`src/rtl/ptw_pkg.sv`:
```
package ptw_pkg;

    localparam int VA_W    = 32;
    localparam int OFF_W   = 12;
    localparam int IDX_W   = 10;
    localparam int PTE_W   = 32;
    localparam int FRAME_W = VA_W - OFF_W;
    localparam int ENT_SH  = $clog2(PTE_W / 8);

    typedef enum logic [2:0] {
        ST_IDLE,
        ST_READ_L1,
        ST_WAIT_L1,
        ST_READ_L2,
        ST_WAIT_L2,
        ST_RESP
    } walk_state_e;

    // Virtual address fields, most significant first
    typedef struct packed {
        logic [IDX_W-1:0] top_idx;
        logic [IDX_W-1:0] sub_idx;
        logic [OFF_W-1:0] off;
    } vaddr_t;

    // Table entry layout
    typedef struct packed {
        logic [FRAME_W-1:0] frame;
        logic [OFF_W-2:0]   spare;
        logic               valid;
    } pte_t;

    typedef struct packed {
        logic [VA_W-1:0] paddr;
        logic            fault;
        logic            level;
    } walk_result_t;

    function automatic logic [VA_W-1:0] entry_offset(input logic [IDX_W-1:0] idx);
        entry_offset = VA_W'(idx) << ENT_SH;
    endfunction

    function automatic logic [VA_W-1:0] frame_base(input logic [FRAME_W-1:0] frame);
        frame_base = {frame, {OFF_W{1'b0}}};
    endfunction

endpackage

```
`src/rtl/ptw_addr_gen.sv`:
```
module ptw_addr_gen
    import ptw_pkg::*;
(
    input  logic [VA_W-1:0]    base,
    input  vaddr_t             va,
    input  logic [FRAME_W-1:0] sub_table,
    input  logic               second_level,
    output logic [VA_W-1:0]    entry_addr
);
    logic [VA_W-1:0] top_addr;
    logic [VA_W-1:0] sub_addr;

    assign top_addr = base + entry_offset(va.top_idx);
    assign sub_addr = frame_base(sub_table) + entry_offset(va.sub_idx);

    always_comb begin
        entry_addr = second_level ? sub_addr : top_addr;
    end
endmodule

```
`src/rtl/ptw_pte_decode.sv`:
```
module ptw_pte_decode
    import ptw_pkg::*;
(
    input  logic [PTE_W-1:0]   raw,
    output logic               present,
    output logic [FRAME_W-1:0] frame
);
    pte_t entry;

    assign entry   = pte_t'(raw);
    assign present = entry.valid;
    assign frame   = entry.frame;
endmodule

```
`src/rtl/ptw_ctrl.sv`:
```
module ptw_ctrl
    import ptw_pkg::*;
(
    input  logic               clk,
    input  logic               rst,
    input  logic               req_valid,
    input  logic [VA_W-1:0]    req_vaddr,
    input  logic [VA_W-1:0]    root_base,
    input  logic               mem_req_ready,
    input  logic               mem_rsp_valid,
    input  logic               ent_present,
    input  logic [FRAME_W-1:0] ent_frame,
    output logic               req_ready,
    output logic               mem_req_valid,
    output logic               second_level,
    output logic [VA_W-1:0]    base_q,
    output vaddr_t             va_q,
    output logic [FRAME_W-1:0] sub_table_q,
    output logic               rsp_valid,
    output walk_result_t       result_q
);
    walk_state_e state, state_nx;

    always_comb begin
        state_nx = state;
        unique case (state)
            ST_IDLE:    if (req_valid)     state_nx = ST_READ_L1;
            ST_READ_L1: if (mem_req_ready) state_nx = ST_WAIT_L1;
            ST_WAIT_L1: if (mem_rsp_valid) state_nx = ent_present ? ST_READ_L2 : ST_RESP;
            ST_READ_L2: if (mem_req_ready) state_nx = ST_WAIT_L2;
            ST_WAIT_L2: if (mem_rsp_valid) state_nx = ST_RESP;
            ST_RESP:                       state_nx = ST_IDLE;
            default:                       state_nx = ST_IDLE;
        endcase
    end

    always_ff @(posedge clk) begin
        if (rst) begin
            state       <= ST_IDLE;
            base_q      <= '0;
            va_q        <= '0;
            sub_table_q <= '0;
            result_q    <= '0;
        end else begin
            state <= state_nx;
            unique case (state)
                ST_IDLE: begin
                    if (req_valid) begin
                        base_q   <= root_base;
                        va_q     <= vaddr_t'(req_vaddr);
                        result_q <= '0;
                    end
                end
                ST_WAIT_L1: begin
                    if (mem_rsp_valid) begin
                        sub_table_q <= ent_frame;
                        if (!ent_present) begin
                            result_q.fault <= 1'b1;
                            result_q.level <= 1'b0;
                            result_q.paddr <= '0;
                        end
                    end
                end
                ST_WAIT_L2: begin
                    if (mem_rsp_valid) begin
                        if (ent_present) begin
                            result_q.fault <= 1'b0;
                            result_q.paddr <= {ent_frame, va_q.off};
                        end else begin
                            result_q.fault <= 1'b1;
                            result_q.level <= 1'b1;
                            result_q.paddr <= '0;
                        end
                    end
                end
                default: ;
            endcase
        end
    end

    assign req_ready     = (state == ST_IDLE);
    assign mem_req_valid = (state == ST_READ_L1) || (state == ST_READ_L2);
    assign second_level  = (state == ST_READ_L2);
    assign rsp_valid     = (state == ST_RESP);
endmodule

```
`src/rtl/two_level_walker.sv`:
```
module two_level_walker
    import ptw_pkg::*;
(
    input  logic            clk,
    input  logic            rst,
    input  logic            req_valid,
    output logic            req_ready,
    input  logic [VA_W-1:0] req_vaddr,
    input  logic [VA_W-1:0] root_base,
    output logic            mem_req_valid,
    input  logic            mem_req_ready,
    output logic [VA_W-1:0] mem_req_addr,
    input  logic            mem_rsp_valid,
    input  logic [PTE_W-1:0] mem_rsp_data,
    output logic            rsp_valid,
    output logic [VA_W-1:0] rsp_paddr,
    output logic            rsp_fault,
    output logic            rsp_fault_level
);
    logic               ent_present;
    logic [FRAME_W-1:0] ent_frame;
    logic               second_level;
    logic [VA_W-1:0]    base_q;
    vaddr_t             va_q;
    logic [FRAME_W-1:0] sub_table_q;
    walk_result_t       result_q;

    ptw_pte_decode u_decode (
        .raw     (mem_rsp_data),
        .present (ent_present),
        .frame   (ent_frame)
    );

    ptw_ctrl u_ctrl (
        .clk           (clk),
        .rst           (rst),
        .req_valid     (req_valid),
        .req_vaddr     (req_vaddr),
        .root_base     (root_base),
        .mem_req_ready (mem_req_ready),
        .mem_rsp_valid (mem_rsp_valid),
        .ent_present   (ent_present),
        .ent_frame     (ent_frame),
        .req_ready     (req_ready),
        .mem_req_valid (mem_req_valid),
        .second_level  (second_level),
        .base_q        (base_q),
        .va_q          (va_q),
        .sub_table_q   (sub_table_q),
        .rsp_valid     (rsp_valid),
        .result_q      (result_q)
    );

    ptw_addr_gen u_addr (
        .base         (base_q),
        .va           (va_q),
        .sub_table    (sub_table_q),
        .second_level (second_level),
        .entry_addr   (mem_req_addr)
    );

    assign rsp_paddr       = result_q.paddr;
    assign rsp_fault       = result_q.fault;
    assign rsp_fault_level = result_q.level;
endmodule

```
`config.mk`:
```
export PLATFORM = sky130hd
export DESIGN_NAME = two_level_walker
export DESIGN_NICKNAME = d
export VERILOG_FILES = /design/src/rtl/ptw_pkg.sv /design/src/rtl/ptw_addr_gen.sv /design/src/rtl/ptw_pte_decode.sv /design/src/rtl/ptw_ctrl.sv /design/src/rtl/two_level_walker.sv
export SDC_FILE = /design/constraint.sdc
export NUM_CORES = 1
export LEC_CHECK = 0
export ABC_AREA = 0
export CAP_MARGIN = 10
export CORE_MARGIN = 4
export CORE_UTILIZATION = 68
export DETAILED_ROUTE_END_ITERATION = 16
export DONT_BUFFER_PORTS = 1
export GPL_TIMING_DRIVEN = 0
export PLACE_DENSITY_LB_ADDON = 0.15
export SYNTH_ARGS = -nofsm -noshare
export SYNTH_HDL_FRONTEND = slang
export SYNTH_HIERARCHICAL = 1
export SYNTH_SLANG_ARGS = --single-unit
```
`constraint.sdc`:
```
create_clock -name clk -period 6.3 [get_ports clk]
set_input_delay 0 -clock clk [delete_from_list [all_inputs] [get_ports clk]]
set_output_delay 0 -clock clk [all_outputs]
set_load 0.005 [all_outputs]
```
==> metrics.cfg <==
[run_status]
status=finished clean

[clock_tree]
cts.clk_slew.worst_paths_ps=60
insertion_delay_ps=520
cts_sinks=121
cts_tree=built
root_buffer=clkbuf_8
numCtsBuffers=17
cts-resized-gates=0
cts.htree.levels=4
cts_max_path_buffers=2

[critical_path]
crit_chain=clkbuf_1 -> nor2b_1 -> and2_1 -> buf_1 -> buf_1 -> nand2_1 -> o21ai_0
cp.arrival_ps=3390
crit_buf_inv=3
cp_max_fo=10
slowest_delay_ps=530
critPathLaunchType=flop
critPathSlowestCell=dfxtp_1
cp-end-kind=primary output
ff2ff_path_depth=5
rrSetupSlack_ps=4080
r2r_end=u_ctrl/sub_table_q[7]
worst_ep_required_time_ps=6300
crit_top_cell=buf_1
reg2reg_from=u_ctrl/state[0]
critical_path_class=flop to primary output
path_delay_family=buffers and inverters

[routing]
drtAntennaViolNets=0
wirelength_um=21100
viasPerCell=6.26
dr_total_vias=6319
drtIter0Drc=480
firstDrtPassIters=5
wl_per_cell_um=20.9
drcViolationCount=0

[synthesis]
yosysWarningCount=6
synth_async_sr_flop_share=0
avgSynthCellArea_um2=7.88
synth_edf_count=0
seq_area_frac_synth=0.401
synthFlopType=dfxtp_1
synth-seq-cells=121
syn_inst=767
ys_types=55
synth_area_um2=6040
syn-num-nets=879

[power_and_ir_drop]
irDropWorstVdd_mv=0.253
p_int_mw=1.45
p_leak_nw=2.94
seqPwrFrac=0.412
swShare=0.285
power_density_nw_per_um2=262
p_comb_frac=0.158
clkPwrFrac=0.430
p_sw_mw=0.578

[worst_hold_path]
hold-path-cell-count=3
hp-class=input port to flop
holdCritStartpoint=req_vaddr[8]
hold_end=u_ctrl/va_q[8]

[job]
drv_cap=0

[placed_design]
hpwl_um=12200
portBuffers=0
pre_cts_slack_ps=3650
place_congestion=0.879

[die]
start_util=0.696
rows=34
io_pins=170
coreArea_um2=8680
fp.dieArea_um2=10500
die_h_um=102
dieWidth_um=102

[timing]
slew_viol_final=0
fin_crit_ps=3390
finalWorstSetupSlack_ps=2910
rsz0062_at_grt=no
worst_pin_slew_ps=619
fmax_mhz=295
relSlewSlack=0.587
period_share=0.539
fin_setup_tns_ps=0
skew_ps=7.44
final-hold-violation-count=0
setup_viol=0

[final_layout]
drive_gt1_frac=0.0954
fin_nets=1001
final_cell_mix=nand2_1, dfxtp_1, dlygate4sd3_1
antenna_cells=0
syn_to_final_growth_pct=28.1
final_common_cell=nand2_1

[grt]
grt_util_all_layers=0.399
grt_pass1_vias=6219
grt_max_degree=17
grt_overflow=0
antenna_found_initial=0
grt_pass1_wl_um=31900

power groups by stage:
| stage | clock, mW | sequential (mW) | combinational [mW] |
|---|---|---|---|
| floorplan | 0 | 0.837 | 0.196 |
| global placement | 0 | 0.845 | 0.239 |
| detailed placement | 0 | 0.846 | 0.246 |
| CTS | 0.870 | 0.831 | 0.299 |
| global route | 0.912 | 0.837 | 0.339 |
| finish | 0.871 | 0.835 | 0.321 |
area by class of cell:
class,instances,area [um2]
Multi-Input combinational cell,566,3130
Sequential cell,121,2420
Timing Repair Buffer,103,1030
Fill cell,404,938
Buffer,75,473
Clock buffer,19,442
Tap cell,108,135
Clock inverter,12,91.3
Inverter,5,18.8
metrics by stage:
| step | util | area (um2) | power [mW] | std cells | hold slack [ps] |
|---|---|---|---|---|---|
| after detailed placement | 0.712 | 6180 | 1.09 | 875 | 143 |
| after global routing | 0.892 | 7740 | 2.09 | 1009 | 172 |
| final | 0.892 | 7740 | 2.03 | 1009 | 174 |
| after CTS | 0.892 | 7740 | 2.00 | 1009 | 82.6 |
| after floorplan | - | 6040 | 1.03 | 767 | 136 |
| after global placement | 0.712 | 6180 | 1.08 | 875 | 138 |
state kept, by name, indices dropped and copies added (netlist names):
register and count:
u_ctrl/state 3, u_ctrl/sub_table_q 20, u_ctrl/va_q 32, u_ctrl/base_q 32, u_ctrl/result_q 34
synth_stat cells, types with 6 or more instances:
cell type / instances / area [um2]
nand2_1: 234 / 878
dfxtp_1: 121 / 2420
a21oi_1: 98 / 490
nand3_1: 45 / 225
mux2i_1: 33 / 330
clkbuf_1: 29 / 109
buf_4: 28 / 210
o21ai_0: 27 / 135
xor2_1: 13 / 114
ha_1: 10 / 125
nor2_1: 10 / 37.5
nor2b_1: 10 / 62.6
xnor2_1: 9 / 78.8
and2_1: 7 / 43.8
nand4_1: 7 / 43.8
buf_2: 6 / 30.0
buf_6: 6 / 67.6
nand2b_1: 6 / 37.5
worst reg2reg max path, stage by stage (launching register included):
cell and delay, ps:
dfxtp_1 410, nor4bb_1 580, buf_2 330, nand2_1 110, dlygate4sd3_1 600, a21oi_1 130
cells by family (layout without fill, tap and decap cells):
family / after synthesis / count (layout) / share of synthesized area
xor gates and xnor gates: 22 / 22 / 0.0319
DFF: 121 / 121 / 0.401
buffers and inverters: 80 / 214 / 0.0814
and+or+nand+nor: 345 / 345 / 0.254
adders and majority gates: 11 / 11 / 0.0240
AOI/OAI and AO/OA: 152 / 152 / 0.147
muxes: 36 / 36 / 0.0603
layer usage:
| metal | track usage | share of wire |
|---|---|---|
| met5 | 0 | 0 |
| met3 | 0.126 | 0.10 |
| met4 | 0.200 | 0.048 |
| met2 | 0.699 | 0.50 |
| met1 | 0.432 | 0.35 |
what timing repair did:
item / CTS / global route
endpoints found under the hold margin: 109 / 0
setup endpoints to repair: 0 / 0
hold buffers: 103 / 0
buffers inserted: 0 / 0
worst max-delay path by stage:
stage                     start               end  slack, ps  cells after the start
6_report        u_ctrl/state[0]   mem_req_addr[7]       2910                      7
2_1_floorplan  u_ctrl/base_q[2]  mem_req_addr[22]       4260                      8
4_1_cts         u_ctrl/state[0]   mem_req_addr[7]       3100                      7
5_1_grt         u_ctrl/state[0]   mem_req_addr[7]       2800                      7
3_5_place_dp    u_ctrl/state[0]   mem_req_addr[7]       3650                      7
3_3_place_gp    u_ctrl/state[0]   mem_req_addr[6]       3670                      7
No activity file was read; power rests on OpenSTA's default activity.
